`src/rtl/jedec_id_pkg.sv`:
```
package jedec_id_pkg;
  typedef enum logic [2:0] {
    ST_IDLE,
    ST_OPC,
    ST_MANUF,
    ST_DEV_HI,
    ST_DEV_LO,
    ST_FINISH
  } rd_state_e;
endpackage

```
`src/rtl/jedec_parity.sv`:
```
module jedec_parity #(
  parameter int W = 8
) (
  input  logic [W-1:0] data_i,
  output logic         odd_o
);
  assign odd_o = ^data_i;
endmodule

```
`src/rtl/jedec_bank_cnt.sv`:
```
module jedec_bank_cnt #(
  parameter int MAX_CONT = 15,
  parameter int BANK_W   = 5
) (
  input  logic              clk_i,
  input  logic              rst_ni,
  input  logic              clr_i,
  input  logic              inc_i,
  output logic [BANK_W-1:0] bank_o,
  output logic              full_o
);
  localparam logic [BANK_W-1:0] TopBank = BANK_W'(MAX_CONT + 1);

  logic [BANK_W-1:0] bank_q;

  always_ff @(posedge clk_i or negedge rst_ni) begin
    if (!rst_ni)                bank_q <= BANK_W'(1);
    else if (clr_i)             bank_q <= BANK_W'(1);
    else if (inc_i && !full_o)  bank_q <= bank_q + BANK_W'(1);
  end

  assign full_o = (bank_q == TopBank);
  assign bank_o = bank_q;
endmodule

```
`src/rtl/jedec_id_reader.sv`:
```
module jedec_id_reader
  import jedec_id_pkg::*;
#(
  parameter logic [7:0] READ_ID_OP = 8'h9F,
  parameter logic [7:0] CONT_CODE  = 8'h7F,
  parameter int         MAX_CONT   = 15,
  localparam int        BANK_W     = $clog2(MAX_CONT + 2)
) (
  input  logic              clk_i,
  input  logic              rst_ni,
  input  logic              start_i,
  output logic              cs_o,
  output logic              xfer_req_o,
  output logic [7:0]        xfer_tx_o,
  input  logic              xfer_ack_i,
  input  logic [7:0]        xfer_rx_i,
  output logic              done_o,
  output logic              err_o,
  output logic [BANK_W-1:0] bank_o,
  output logic [7:0]        manuf_o,
  output logic [7:0]        dev_hi_o,
  output logic [7:0]        dev_lo_o
);
  rd_state_e state_q, state_d;
  logic err_q, err_d;
  logic [7:0] manuf_wk_q, dev_hi_wk_q;
  logic [BANK_W-1:0] bank_cnt, bank_q;
  logic [7:0] manuf_q, dev_hi_q, dev_lo_q;
  logic cnt_full, rx_odd, rx_cont, cnt_clr, cnt_inc, commit;

  assign rx_cont = (xfer_rx_i == CONT_CODE);
  assign cnt_clr = (state_q == ST_IDLE) && start_i;
  assign cnt_inc = (state_q == ST_MANUF) && xfer_ack_i && rx_cont;
  assign commit  = (state_q == ST_DEV_LO) && xfer_ack_i;

  jedec_parity #(.W(8)) u_par (
    .data_i (xfer_rx_i),
    .odd_o  (rx_odd)
  );

  jedec_bank_cnt #(.MAX_CONT(MAX_CONT), .BANK_W(BANK_W)) u_bank (
    .clk_i  (clk_i),
    .rst_ni (rst_ni),
    .clr_i  (cnt_clr),
    .inc_i  (cnt_inc),
    .bank_o (bank_cnt),
    .full_o (cnt_full)
  );

  always_comb begin
    state_d = state_q;
    err_d   = err_q;
    unique case (state_q)
      ST_IDLE: if (start_i) begin
        state_d = ST_OPC;
        err_d   = 1'b0;
      end
      ST_OPC: if (xfer_ack_i) state_d = ST_MANUF;
      ST_MANUF: if (xfer_ack_i) begin
        if (rx_cont) begin
          // a continuation code past the cap aborts the run
          if (cnt_full) begin
            state_d = ST_FINISH;
            err_d   = 1'b1;
          end
        end else if (!rx_odd) begin
          state_d = ST_FINISH;
          err_d   = 1'b1;
        end else begin
          state_d = ST_DEV_HI;
        end
      end
      ST_DEV_HI: if (xfer_ack_i) state_d = ST_DEV_LO;
      ST_DEV_LO: if (xfer_ack_i) state_d = ST_FINISH;
      ST_FINISH: state_d = ST_IDLE;
      default:   state_d = ST_IDLE;
    endcase
  end

  always_ff @(posedge clk_i or negedge rst_ni) begin
    if (!rst_ni) begin
      state_q <= ST_IDLE;
      err_q   <= 1'b0;
    end else begin
      state_q <= state_d;
      err_q   <= err_d;
    end
  end

  // working copies, only published when the whole run succeeds
  always_ff @(posedge clk_i or negedge rst_ni) begin
    if (!rst_ni) begin
      manuf_wk_q  <= '0;
      dev_hi_wk_q <= '0;
    end else begin
      if (state_q == ST_MANUF && xfer_ack_i)  manuf_wk_q  <= xfer_rx_i;
      if (state_q == ST_DEV_HI && xfer_ack_i) dev_hi_wk_q <= xfer_rx_i;
    end
  end

  always_ff @(posedge clk_i or negedge rst_ni) begin
    if (!rst_ni) begin
      bank_q   <= '0;
      manuf_q  <= '0;
      dev_hi_q <= '0;
      dev_lo_q <= '0;
    end else if (commit) begin
      bank_q   <= bank_cnt;
      manuf_q  <= manuf_wk_q;
      dev_hi_q <= dev_hi_wk_q;
      dev_lo_q <= xfer_rx_i;
    end
  end

  assign cs_o       = (state_q == ST_OPC) || (state_q == ST_MANUF) ||
                      (state_q == ST_DEV_HI) || (state_q == ST_DEV_LO);
  assign xfer_req_o = cs_o;
  assign xfer_tx_o  = (state_q == ST_OPC) ? READ_ID_OP : 8'h00;
  assign done_o     = (state_q == ST_FINISH);
  assign err_o      = done_o && err_q;
  assign bank_o     = bank_q;
  assign manuf_o    = manuf_q;
  assign dev_hi_o   = dev_hi_q;
  assign dev_lo_o   = dev_lo_q;
endmodule

```
`config.mk`:
```
export PLATFORM = sky130hd
export DESIGN_NAME = jedec_id_reader
export DESIGN_NICKNAME = d
export VERILOG_FILES = /design/src/rtl/jedec_id_pkg.sv /design/src/rtl/jedec_parity.sv /design/src/rtl/jedec_bank_cnt.sv /design/src/rtl/jedec_id_reader.sv
export SDC_FILE = /design/constraint.sdc
export NUM_CORES = 1
export LEC_CHECK = 0
export BUFFER_PORTS_ARGS = -buffer_cell sky130_fd_sc_hd__buf_2
export CAP_MARGIN = 10
export CORE_MARGIN = 3
export CORE_UTILIZATION = 50
export DETAILED_ROUTE_END_ITERATION = 10
export PLACE_DENSITY = 0.74
export REMOVE_ABC_BUFFERS = 1
export SLEW_MARGIN = 25
export SYNTH_ARGS = -nofsm -noshare
export SYNTH_HDL_FRONTEND = slang
export SYNTH_SLANG_ARGS = --single-unit
```
`constraint.sdc`:
```
create_clock -name clk_i -period 4.2 [get_ports clk_i]
set_clock_uncertainty 0.15 [all_clocks]
set_input_delay 0.21 -clock clk_i [delete_from_list [all_inputs] [get_ports clk_i]]
set_output_delay 0.21 -clock clk_i [all_outputs]
set_load 0.005 [all_outputs]
```
Word level (Yosys, flattened, before mapping) --
Index checks and enable logic that the tools add are counted.
Word-level totals: input port bits 12, output and inout port bits 41, flip-flop bits (word level) 54
Cells by class: multiplexer cells 18, add/sub/neg operators 1, equal/unequal tests 14, reduce and logical (&&, ||, !) cells 17
Operator list (number):
- 3-bit two-way mux | 8
- 3-bit one-hot mux with 5 select lines | 1
- 5-bit two-way mux | 2
- 2-bit != test, second input constant | 5
- 8-bit by 7-bit equality test with 1-bit output, second input constant | 1
- 8-bit two-way mux | 1
- 8-bit parity | 1
- 1-bit logical AND | 7
- 3-bit by 2-bit equality test with 1-bit output, second input constant | 2
- 3-bit equality test, second input constant | 2
- 6-bit AND reduction | 1
- 5-bit by 1-bit adder with 5-bit output, second input constant | 1
- 5-bit equality test, second input constant | 1
- 1-bit two-way mux | 5
- 5-bit AND reduction | 1
- 2-bit nonzero test | 2
- 3-bit by 1-bit equality test with 1-bit output, second input constant | 1
- 3-bit zero test | 1
- 1-bit logical OR | 3
- 3-bit by 2-bit != test with 1-bit output, second input constant | 1
- 3-bit != test, second input constant | 1
- 1-bit one-hot mux with 2 select lines | 1
- 1-bit zero test | 1

Logic depth before layout (Yosys ltp) --
Gate-level depths: netlist of run 1.
depth after elaboration 6, depth in mapped cells 6

Cells and area by module --
From an unflattened synthesis of run 1, not the netlist that was laid out.
Second synthesis, totals: cells, all modules 175, area total of the unflattened synthesis 2459.9 um^2
By module, submodules not included:
- jedec_id_reader | times used 1, area an instance 2112.0 um^2, cells each 141
- jedec_bank_cnt | times used 1, area an instance 286.5 um^2, cells each 27
- jedec_parity | times used 1, area an instance 61.3 um^2, cells each 7

Worst setup path before layout of run 1 --
OpenSTA, ideal clock, no wires.
path kind register to register, start register u_bank.bank_q[0], in the netlist u_bank.bank_o[0], end register err_q, period minus slack after synthesis 1.693 ns, buffers on the path 0, data arrival time 1.422 ns, cell stages (with the launch flop) 7, setup slack 2.507 ns, cells stage by stage dfstp_2 -> inv_1 -> ha_1 -> and4bb_2 -> nor2_1 -> a21oi_1 -> a22o_1
On the way: cells in the longest elaborated chain, start to end 3
Ends and longest elaborated chain:
- start: declaration | RTL line jedec_bank_cnt.sv:14 | logic [BANK_W-1:0] bank_q;
- start signal: assignment | RTL line jedec_bank_cnt.sv:19 | else if (inc_i && !full_o) bank_q <= bank_q + BANK_W'(1);
- 5-bit equality test | RTL line jedec_bank_cnt.sv:22 | assign full_o = (bank_q == TopBank);
- 3-bit by 2-bit != test with 1-bit output (no source line)
- 5-bit AND reduction (no source line)
- end signal: assignment | RTL line jedec_id_reader.sv:86 | err_q <= err_d;
- end: declaration | RTL line jedec_id_reader.sv:25 | logic err_q, err_d;
Every way passes these cells. A chain may end at the register's enable or synchronous reset.

Worst setup path in the final report of run 1 --
start register state_q[0], end register manuf_q[1], in the netlist manuf_o[1]
On the way: cells in the longest elaborated chain, start to end 2
Ends and longest elaborated chain:
- start: declaration | RTL line jedec_id_reader.sv:24 | rd_state_e state_q, state_d;
- start signal: assignment | RTL line jedec_id_reader.sv:85 | state_q <= state_d;
- 3-bit equality test | RTL line jedec_id_reader.sv:34 | assign commit = (state_q == ST_DEV_LO) && xfer_ack_i;
- 1-bit logical AND | RTL line jedec_id_reader.sv:34
- end signal: assignment | RTL line jedec_id_reader.sv:109 | manuf_q <= manuf_wk_q;
- end: declaration | RTL line jedec_id_reader.sv:28 | logic [7:0] manuf_q, dev_hi_q, dev_lo_q;
Every way passes these cells.

==> flow_summary.ini, run 1 <==
[synth]
synth_enable_flop_cells = 0
syn_inst = 181
synth_cell_types = 39
ys_ff_latch = 54
seq_area_frac_synth_pct = 53.5
netlist_area_um2 = 2530
synth-warning-count = 0
synth_top_area_share_pct = 52.5
synth.top_cells.by_area = dfrtp_1 52%, mux2_2 12%, mux2_4 10%
yosys.area.top_type = dfrtp_1
synth_flop_cell = dfrtp_1
synth.most_common_cell = dfrtp_1
synthTopCellsByCount = 53 x dfrtp_1, 27 x mux2_2, 17 x mux2_4
async_flop_share_pct = 100
syn_area_per_cell_um2 = 14.0

[final_layout]
finalNetCount = 246
stdcell_area_um2 = 2880
nFillCells = 406
drive_above_1_share_pct = 49.8
synthToLayoutAreaGrowth_pct = 14.0
post-route-util_pct = 59.8
antenna_cells = 0
finalNonFillerCells = 296

[timing]
drv_slew = 0
setup-violations-final = 0
setup_ws_ns = 2.35
hold_viol_final = 0
rsz0062_at_grt = no
fin_crit_sh_pct = 44.1
fin_setup_tns_ns = 0
post-route-min-period_ns = 1.85
max-slew-margin-rel_pct = 56.2
fmax_mhz = 540
worst_pin_slew_ns = 0.657

[clock_network]
cts_tree = done
post_cts_buffers = 0
cts_buffers = 5
cts.clk_slew.worst_paths_ns = 0.09
clk_path_buf_depth = 2
clk-insertion-delay-late_ns = 0.31
htreeDepth = 2
cts_num_sinks = 54
clock_tree.root_cell = clkbuf_8

[critical_path]
cpPeakStageDelay_ns = 0.49
r2r-start = state_q[0]
cp-start-kind = register
critPathBufInv = 1
end_kind = register
slowest_stage = dfrtp_1
required_ns = 4.25
reg2regPathDepth = 4
cp_data_arrival_time_ns = 1.90
worstReg2RegEnd = manuf_o[1]
cpLargestDelayFamily = flip-flops
cp_max_fo = 29
cp_cell_sequence = nand2b_1, nor2_2, buf_4, mux2_2
crit_type = register to register
reg2reg_setup_slack_ns = 2.35

[pwr]
peakVddDrop_uv = 292
p_per_area_nw_per_um2 = 641
p_leak_nw = 1.45

[floorplan]
die_area_um2 = 5940
die_h_um = 77.1
num_rows = 25
die_w_um = 77.1
core_area_um2 = 4820
ios = 53
start_util_pct = 52.5

[route]
vias = 1515
drtAntennaViolNets = 0
drc_errors = 0
wl_per_cell_um = 14.3
drt_wl_total_um = 4230
drtIter0Drc = 31
firstDrtPassIters = 4
avgViaCountPerCell = 5.12

[grt]
grt_pass1_wl_um = 7450
antenna_found_initial = 0
grt_overflow_total = 0
grt_usage_pct = 15.6
grt_max_degree = 55
grt_pass1_vias = 1524

[placed_design]
dp_cells = 286
pre_cts_slack_ns = 2.36
place_area_um2 = 2750
globalplace.congestion = 0.808
io_buffers = 50
dp_hpwl_um = 3030

[worst_hold_path]
worstHoldEndpoint = dev_lo_o[7]
hp-start = xfer_rx_i[7]
min_path_cells = 2
hold_class = primary input to register

[run_status]
status = finished, final reports clean

[run]
cap_viol_max_count = 0
## worst max-delay path by stage
stage	from	endpoint	slack [ns]	depth (start not counted)
4_1_cts	state_q[0]	u_bank.bank_o[1]	2.32	4
6_report	state_q[0]	manuf_o[1]	2.35	4
3_5_place_dp	state_q[0]	dev_lo_o[3]	2.36	4
5_1_grt	state_q[0]	dev_hi_o[6]	2.25	4
3_3_place_gp	state_q[0]	dev_hi_o[3]	2.36	4
2_1_floorplan	state_q[0]	dev_lo_o[3]	1.95	3
## layout by cell type, fill, tap and decap left out, types with 2 or more instances in the layout
master and count:
conb_1 2, inv_1 3, ha_1 6, nor3b_2 2
dlygate4sd3_1 2, nor2_1 9, xnor2_1 3, mux2_2 27
xor2_1 3, nand3_1 2, clkbuf_8 5, o21ai_0 4
dfrtp_1 53, nand2_1 7, and4bb_2 2, buf_2 50
buf_4 2, and3_1 2, a21oi_1 5, mux2_4 17
## cell families (layout without fill, tap and decap cells)
| family | count (synthesis) | in the layout | share of synthesized area [%] |
|---|---|---|---|
| DFF | 54 | 54 | 53.5 |
| buffers and inverters | 19 | 66 | 5.84 |
| AOI/OAI and AO/OA | 15 | 15 | 3.66 |
| xor gates and xnor gates | 6 | 6 | 2.08 |
| and+or+nand+nor | 35 | 35 | 9.26 |
| other | 1 | 2 | 0.148 |
| adders and majority gates | 6 | 6 | 2.97 |
| muxes | 45 | 45 | 22.5 |
## where the power goes
group	switching (mW)	total (mW)	internal, mW	leakage (nW)
registers	0.131	0.859	0.728	0.677
clock network	0.171	0.350	0.179	0.0585
logic	0.250	0.637	0.387	0.717
total	0.552	1.85	1.29	1.45
## registers in the layout, indices dropped and copies added, names as in the netlist
name           count
dev_lo_o           8
state_q            3
err_q              1
manuf_wk_q         8
dev_hi_o           8
manuf_o            8
bank_o             5
u_bank.bank_o      5
dev_hi_wk_q        8
## repair_timing
| action | 4_1_cts | 5_1_grt |
|---|---|---|
| hold buffers | 2 | 0 |
| resized for setup | 0 | 0 |
| endpoints found under the hold margin | 54 | 0 |
| endpoints found under the setup margin | 0 | 0 |
## stage by stage
stage	power [mW]	hold WS, ns
after CTS	1.87	0.00906
after global routing	1.98	0.0163
after global placement	1.49	0.217
after floorplan	1.25	-0.236
after detailed placement	1.52	0.224
final	1.85	0.0148
## cell type report
class	count	area (um^2)	area share, %
inverters	4	15.0	0.521
well taps	67	83.8	2.91
flip-flops and latches	54	1350	47.0
clock buffers	5	68.8	2.39
multi-input cells	109	1030	35.8
repair buffers	54	285	9.90
clock inverters	3	43.8	1.52
## metal layers
| metal | vias to the layer above | GRT usage, % | routed length, um |
|---|---|---|---|
| met1 | 753 | 21.4 | 2000 |
| met4 | 0 | 4.80 | 54 |
| met2 | 35 | 24.7 | 2000 |
| met5 | - | 0 | 0 |
| met3 | 7 | 3.99 | 172 |
| li1 | 720 | - | - |
Note: power is estimated with default switching activity, not from simulation.
==> run 2: changes to the inputs <==
--- a/config.mk
+++ b/config.mk
@@ -8,9 +8,9 @@
 export BUFFER_PORTS_ARGS = -buffer_cell sky130_fd_sc_hd__buf_2
 export CAP_MARGIN = 10
 export CORE_MARGIN = 3
-export CORE_UTILIZATION = 50
+export CORE_UTILIZATION = 49
 export DETAILED_ROUTE_END_ITERATION = 10
-export PLACE_DENSITY = 0.74
+export PLACE_DENSITY = 0.76
 export REMOVE_ABC_BUFFERS = 1
 export SLEW_MARGIN = 25
 export SYNTH_ARGS = -nofsm -noshare
==> constraint.sdc (replaced) <==
create_clock -name clk_i -period 1.6 [get_ports clk_i]
set_clock_uncertainty 0.15 [all_clocks]
set_input_delay 0.08 -clock clk_i [delete_from_list [all_inputs] [get_ports clk_i]]
set_output_delay 0.08 -clock clk_i [all_outputs]
set_load 0.005 [all_outputs]
==> flow_summary.ini, run 2 (synthesis gave the netlist of run 1 again) <==
[timing]
post-route-min-period_ns = 1.68
fin_crit_sh_pct = 105
rsz0062_at_grt = yes
hold_viol_final = 0
setup-violations-final = 34
setup_ws_ns = -0.0801
drv_slew = 0
fmax_mhz = 595

[floorplan]
core_area_um2 = 4850
ios = 53
die_w_um = 77.8
num_rows = 25
die_area_um2 = 6060
die_h_um = 77.8
start_util_pct = 52.1

[final_layout]
antenna_cells = 0
finalNonFillerCells = 329
finalNetCount = 280
synthToLayoutAreaGrowth_pct = 38.0
drive_above_1_share_pct = 57.3
final_common_cell = dfrtp_1
nFillCells = 323
final_cell_mix = 52 x dfrtp_1, 49 x buf_2, 44 x mux2_4
stdcell_area_um2 = 3490

[grt]
grt_pass1_vias = 1667
grt_max_degree = 55
grt_pass1_wl_um = 8270
grt_usage_pct = 17.6
grt_overflow_total = 0
antenna_found_initial = 0

[route]
drc_errors = 0
wl_per_cell_um = 17.6
drtIter0Drc = 88
vias = 1688
drtAntennaViolNets = 0
avgViaCountPerCell = 5.13
drt_wl_total_um = 5780
firstDrtPassIters = 4

[critical_path]
reg2reg_setup_slack_ns = -0.08
cp_max_fo = 7
worstReg2RegEnd = u_bank.bank_o[1]
reg2regPathDepth = 5
cp_data_arrival_time_ns = 1.73
crit_type = register to register
cp-start-kind = register
required_ns = 1.65
r2r-start = state_q[1]
end_kind = register

[clock_network]
cts_buffers = 5
clk-insertion-delay-late_ns = 0.31
cts_num_sinks = 54
clk_path_buf_depth = 2
cts.clk_slew.worst_paths_ns = 0.09
cts_tree = done
htreeDepth = 2
clock_tree.root_cell = clkbuf_8

[placed_design]
dp_hpwl_um = 3300
dp_cells = 301
io_buffers = 50
place_area_um2 = 2920
globalplace.congestion = 0.833

[pwr]
p_leak_nw = 1.74
peakVddDrop_uv = 971
p_per_area_nw_per_um2 = 1590

[worst_hold_path]
hold_class = primary input to async pin

[run_status]
violations = negative setup slack
status = finished with violations

[run]
cap_viol_max_count = 0
run 2: changes by cell type in the layout (fill, tap and decap cells not counted), sizes merged:
cell	delta
buf	+21
bufinv	-1
clkbuf	+4
clkinv	-1
clkinvlp	+1
dlygate4sd3	+10
inv	-1
run 2: area by class of cell:
class | instances | area, um^2 | area share, %
Multi-Input combinational cell | 109 | 1230 | 35.3
Clock inverter | 1 | 7.51 | 0.215
Inverter | 4 | 15.0 | 0.431
Tap cell | 67 | 83.8 | 2.40
Sequential cell | 54 | 1350 | 38.8
Timing Repair Buffer | 88 | 723 | 20.7
Clock buffer | 6 | 72.6 | 2.08
run 2: worst max-delay path by stage:
stage                startpoint               end  slack, ns  depth (start not counted)
5_1_grt        u_bank.bank_o[0]  u_bank.bank_o[1]      -0.15                          6
6_report             state_q[1]  u_bank.bank_o[1]      -0.08                          5
2_1_floorplan        state_q[0]       dev_lo_o[3]      -0.65                          3
4_1_cts        u_bank.bank_o[0]  u_bank.bank_o[1]      -0.08                          6
3_3_place_gp   u_bank.bank_o[0]             err_q      -0.08                          6
3_5_place_dp   u_bank.bank_o[0]  u_bank.bank_o[1]      -0.13                          6
run 2: per-stage QoR:
step	setup TNS [ns]	total power, mW	hold slack, ns	utilization (%)	worst slack (ns)
2_1_floorplan	-18.33	3.27	-0.366	-	-0.645
3_3_place_gp	-0.369	4.13	-0.0552	60.3	-0.0843
3_5_place_dp	-1.05	4.19	-0.0535	60.3	-0.130
4_1_cts	-0.0859	5.11	0.153	67.0	-0.0835
5_1_grt	-1.97	5.90	0.162	71.9	-0.146
6_report	-0.765	5.56	0.134	71.9	-0.0801
run 2: critical path, stage by stage (launching register included):
cell,delay (ns)
dfrtp_1,0.46
buf_6,0.14
and4bb_4,0.32
nor3b_2,0.22
mux2i_1,0.20
nor2_1,0.07
run 2: where the power goes:
| group | switching, mW | internal (mW) | leakage (nW) | total (mW) |
|---|---|---|---|---|
| Combinational | 0.940 | 1.63 | 1.03 | 2.57 |
| Sequential | 0.348 | 1.92 | 0.676 | 2.26 |
| Clock | 0.426 | 0.301 | 0.0373 | 0.727 |
run 2: timing repair:
| item | CTS | global route |
|---|---|---|
| gates resized for setup | 19 | 44 |
| pin swaps | 5 | 6 |
| hold endpoints to repair | 80 | 0 |
| gates cloned | 1 | 3 |
| hold buffers | 12 | 0 |
| endpoints found under the setup margin | 46 | 55 |
| buffers inserted | 5 | 3 |
run 2: routing by layer:
layer | wire [um] | track usage [%] | share of wire (%)
met5 | 0 | 0 | 0
met4 | 19 | 4.27 | 0.33
met3 | 299 | 5.68 | 5.2
met2 | 2970 | 28.8 | 51
met1 | 2490 | 22.6 | 43
==> run 3: changes to the inputs <==
--- a/config.mk
+++ b/config.mk
@@ -12,7 +12,7 @@
 export DETAILED_ROUTE_END_ITERATION = 10
 export PLACE_DENSITY = 0.76
 export REMOVE_ABC_BUFFERS = 1
-export SLEW_MARGIN = 25
+export SLEW_MARGIN = 20
 export SYNTH_ARGS = -nofsm -noshare
 export SYNTH_HDL_FRONTEND = slang
 export SYNTH_SLANG_ARGS = --single-unit
==> constraint.sdc (replaced) <==
create_clock -name clk_i -period 1.45 [get_ports clk_i]
set_clock_uncertainty 0.15 [all_clocks]
set_input_delay 0.0725 -clock clk_i [delete_from_list [all_inputs] [get_ports clk_i]]
set_output_delay 0.0725 -clock clk_i [all_outputs]
set_load 0.005 [all_outputs]
==> flow_summary.ini, run 3 (synthesis gave the netlist of run 1 again) <==
[run_status]
status = finished with violations
violations = negative setup slack

[grt]
grt_usage_pct = 22.1
antenna_found_initial = 0
grt_pass1_wl_um = 10200
grt_overflow_total = 0
grt_pass1_vias = 1940
grt_max_degree = 27

[clock_network]
clk-insertion-delay-late_ns = 0.30
clk_path_buf_depth = 2
cts.clk_slew.worst_paths_ns = 0.09
cts_buffers = 5
clock_tree.root_cell = clkbuf_8
cts_num_sinks = 54
cts_tree = done
htreeDepth = 2

[final_layout]
finalNonFillerCells = 350
final_cell_mix = 51 x dfrtp_1, 48 x buf_2, 44 x mux2_4
antenna_cells = 0
finalNetCount = 301
final_common_cell = dfrtp_1
stdcell_area_um2 = 3690
synthToLayoutAreaGrowth_pct = 45.8
drive_above_1_share_pct = 63.3

[route]
firstDrtPassIters = 4
drt_wl_total_um = 6470
vias = 1816
drtIter0Drc = 70
drtAntennaViolNets = 0
avgViaCountPerCell = 5.19
drc_errors = 0
wl_per_cell_um = 18.5

[critical_path]
required_ns = 1.54
reg2reg_setup_slack_ns = -0.24
cp_data_arrival_time_ns = 1.78
crit_type = register to register
cp-start-kind = register
end_kind = register
cp_max_fo = 4

[floorplan]
ios = 53
core_area_um2 = 4850
num_rows = 25
die_w_um = 77.8
start_util_pct = 52.1
die_area_um2 = 6060
die_h_um = 77.8

[pwr]
comb_power_share_pct = 49.0
netSwitchingPower_mw = 2.07
p_leak_nw = 1.83
pwr-share-clk_pct = 12.4
switching_share_pct = 31.7
internal-power_mw = 4.47
peakVddDrop_uv = 1080
p_seq_share_pct = 38.6
p_per_area_nw_per_um2 = 1770

[timing]
rsz0062_at_grt = yes
fin_crit_sh_pct = 116
hold_viol_final = 0
fmax_mhz = 592
whs_ns = 0.0651
setup-violations-final = 63
post-route-min-period_ns = 1.69
setup_ws_ns = -0.239
fin_setup_tns_ns = -8.76
drv_slew = 0

[placed_design]
place_area_um2 = 3010
io_buffers = 50
pre_cts_slack_ns = -0.267
dp_cells = 312
dp_hpwl_um = 3540
globalplace.congestion = 0.894

[worst_hold_path]
hold_class = primary input to register

[run]
cap_viol_max_count = 0
-- run 3: cell types whose count changed in the layout (fill, tap and decap cells not counted), sizes merged --
cell,change
buf,+23
clkbuf,-3
or2,+1
-- run 3: layout make-up --
type	instances	area [um^2]
tap	67	83.8
timing repair buffer	108	876
clock inverter	1	7.51
fill	277	1160
sequential	54	1360
multi-input combinational	110	1280
inverter	4	15.0
clock buffer	6	72.6
-- run 3: timing repair --
| action | CTS | global route |
|---|---|---|
| pin swaps | 11 | 10 |
| resized for setup | 66 | 18 |
| buffers inserted | 13 | 5 |
| cloned | 4 | 0 |
| endpoints found under the setup margin | 64 | 64 |
| hold endpoints to repair | 81 | 0 |
| hold buffers | 12 | 0 |
-- run 3: critical path, stage by stage, from the launching register on --
cell and delay, ns:
dfstp_2 0.55, inv_2 0.04, ha_4 0.14, and4bb_4 0.22, buf_4 0.14, nor3b_2 0.18
xnor2_1 0.14, nand2_1 0.07
-- run 3: metal layers --
layer | share of wire [%] | wire (um) | track usage (%) | up-vias
met5 | 0 | 0 | 0 | -
met4 | 2.4 | 157 | 8.72 | 0
met3 | 4.5 | 292 | 4.87 | 19
met2 | 50 | 3240 | 37.7 | 60
met1 | 43 | 2780 | 27.0 | 914
li1 | - | - | - | 823
-- run 3: stage by stage --
step | power, mW | utilization, %
floorplan | 3.61 | -
global placement | 4.59 | 62.0
detailed placement | 4.67 | 62.0
CTS | 6.37 | 74.6
global route | 6.88 | 76.0
finish | 6.54 | 76.0
-- run 3: path summary, 6_finish.rpt --
path	start	to	cells past startpoint
setup reg to reg	u_bank.bank_o[0]	u_bank.bank_o[0]	7
hold reg to reg	dev_hi_o[3]	dev_hi_o[3]	1
hold / removal	xfer_ack_i	state_q[1]	4
setup / recovery	u_bank.bank_o[0]	u_bank.bank_o[0]	7
max in group asynchronous	rst_ni	dev_hi_wk_q[2]	3
min in group asynchronous	rst_ni	bank_o[2]	2
-- run 3: power groups by stage --
| stage | logic, mW | clock network [mW] | registers [mW] |
|---|---|---|---|
| after floorplan | 1.14 | 0 | 2.47 |
| after CTS | 3.07 | 0.813 | 2.48 |
| after global placement | 2.12 | 0 | 2.46 |
| final | 3.20 | 0.814 | 2.52 |
| after global routing | 3.40 | 0.891 | 2.59 |
| after detailed placement | 2.19 | 0 | 2.48 |
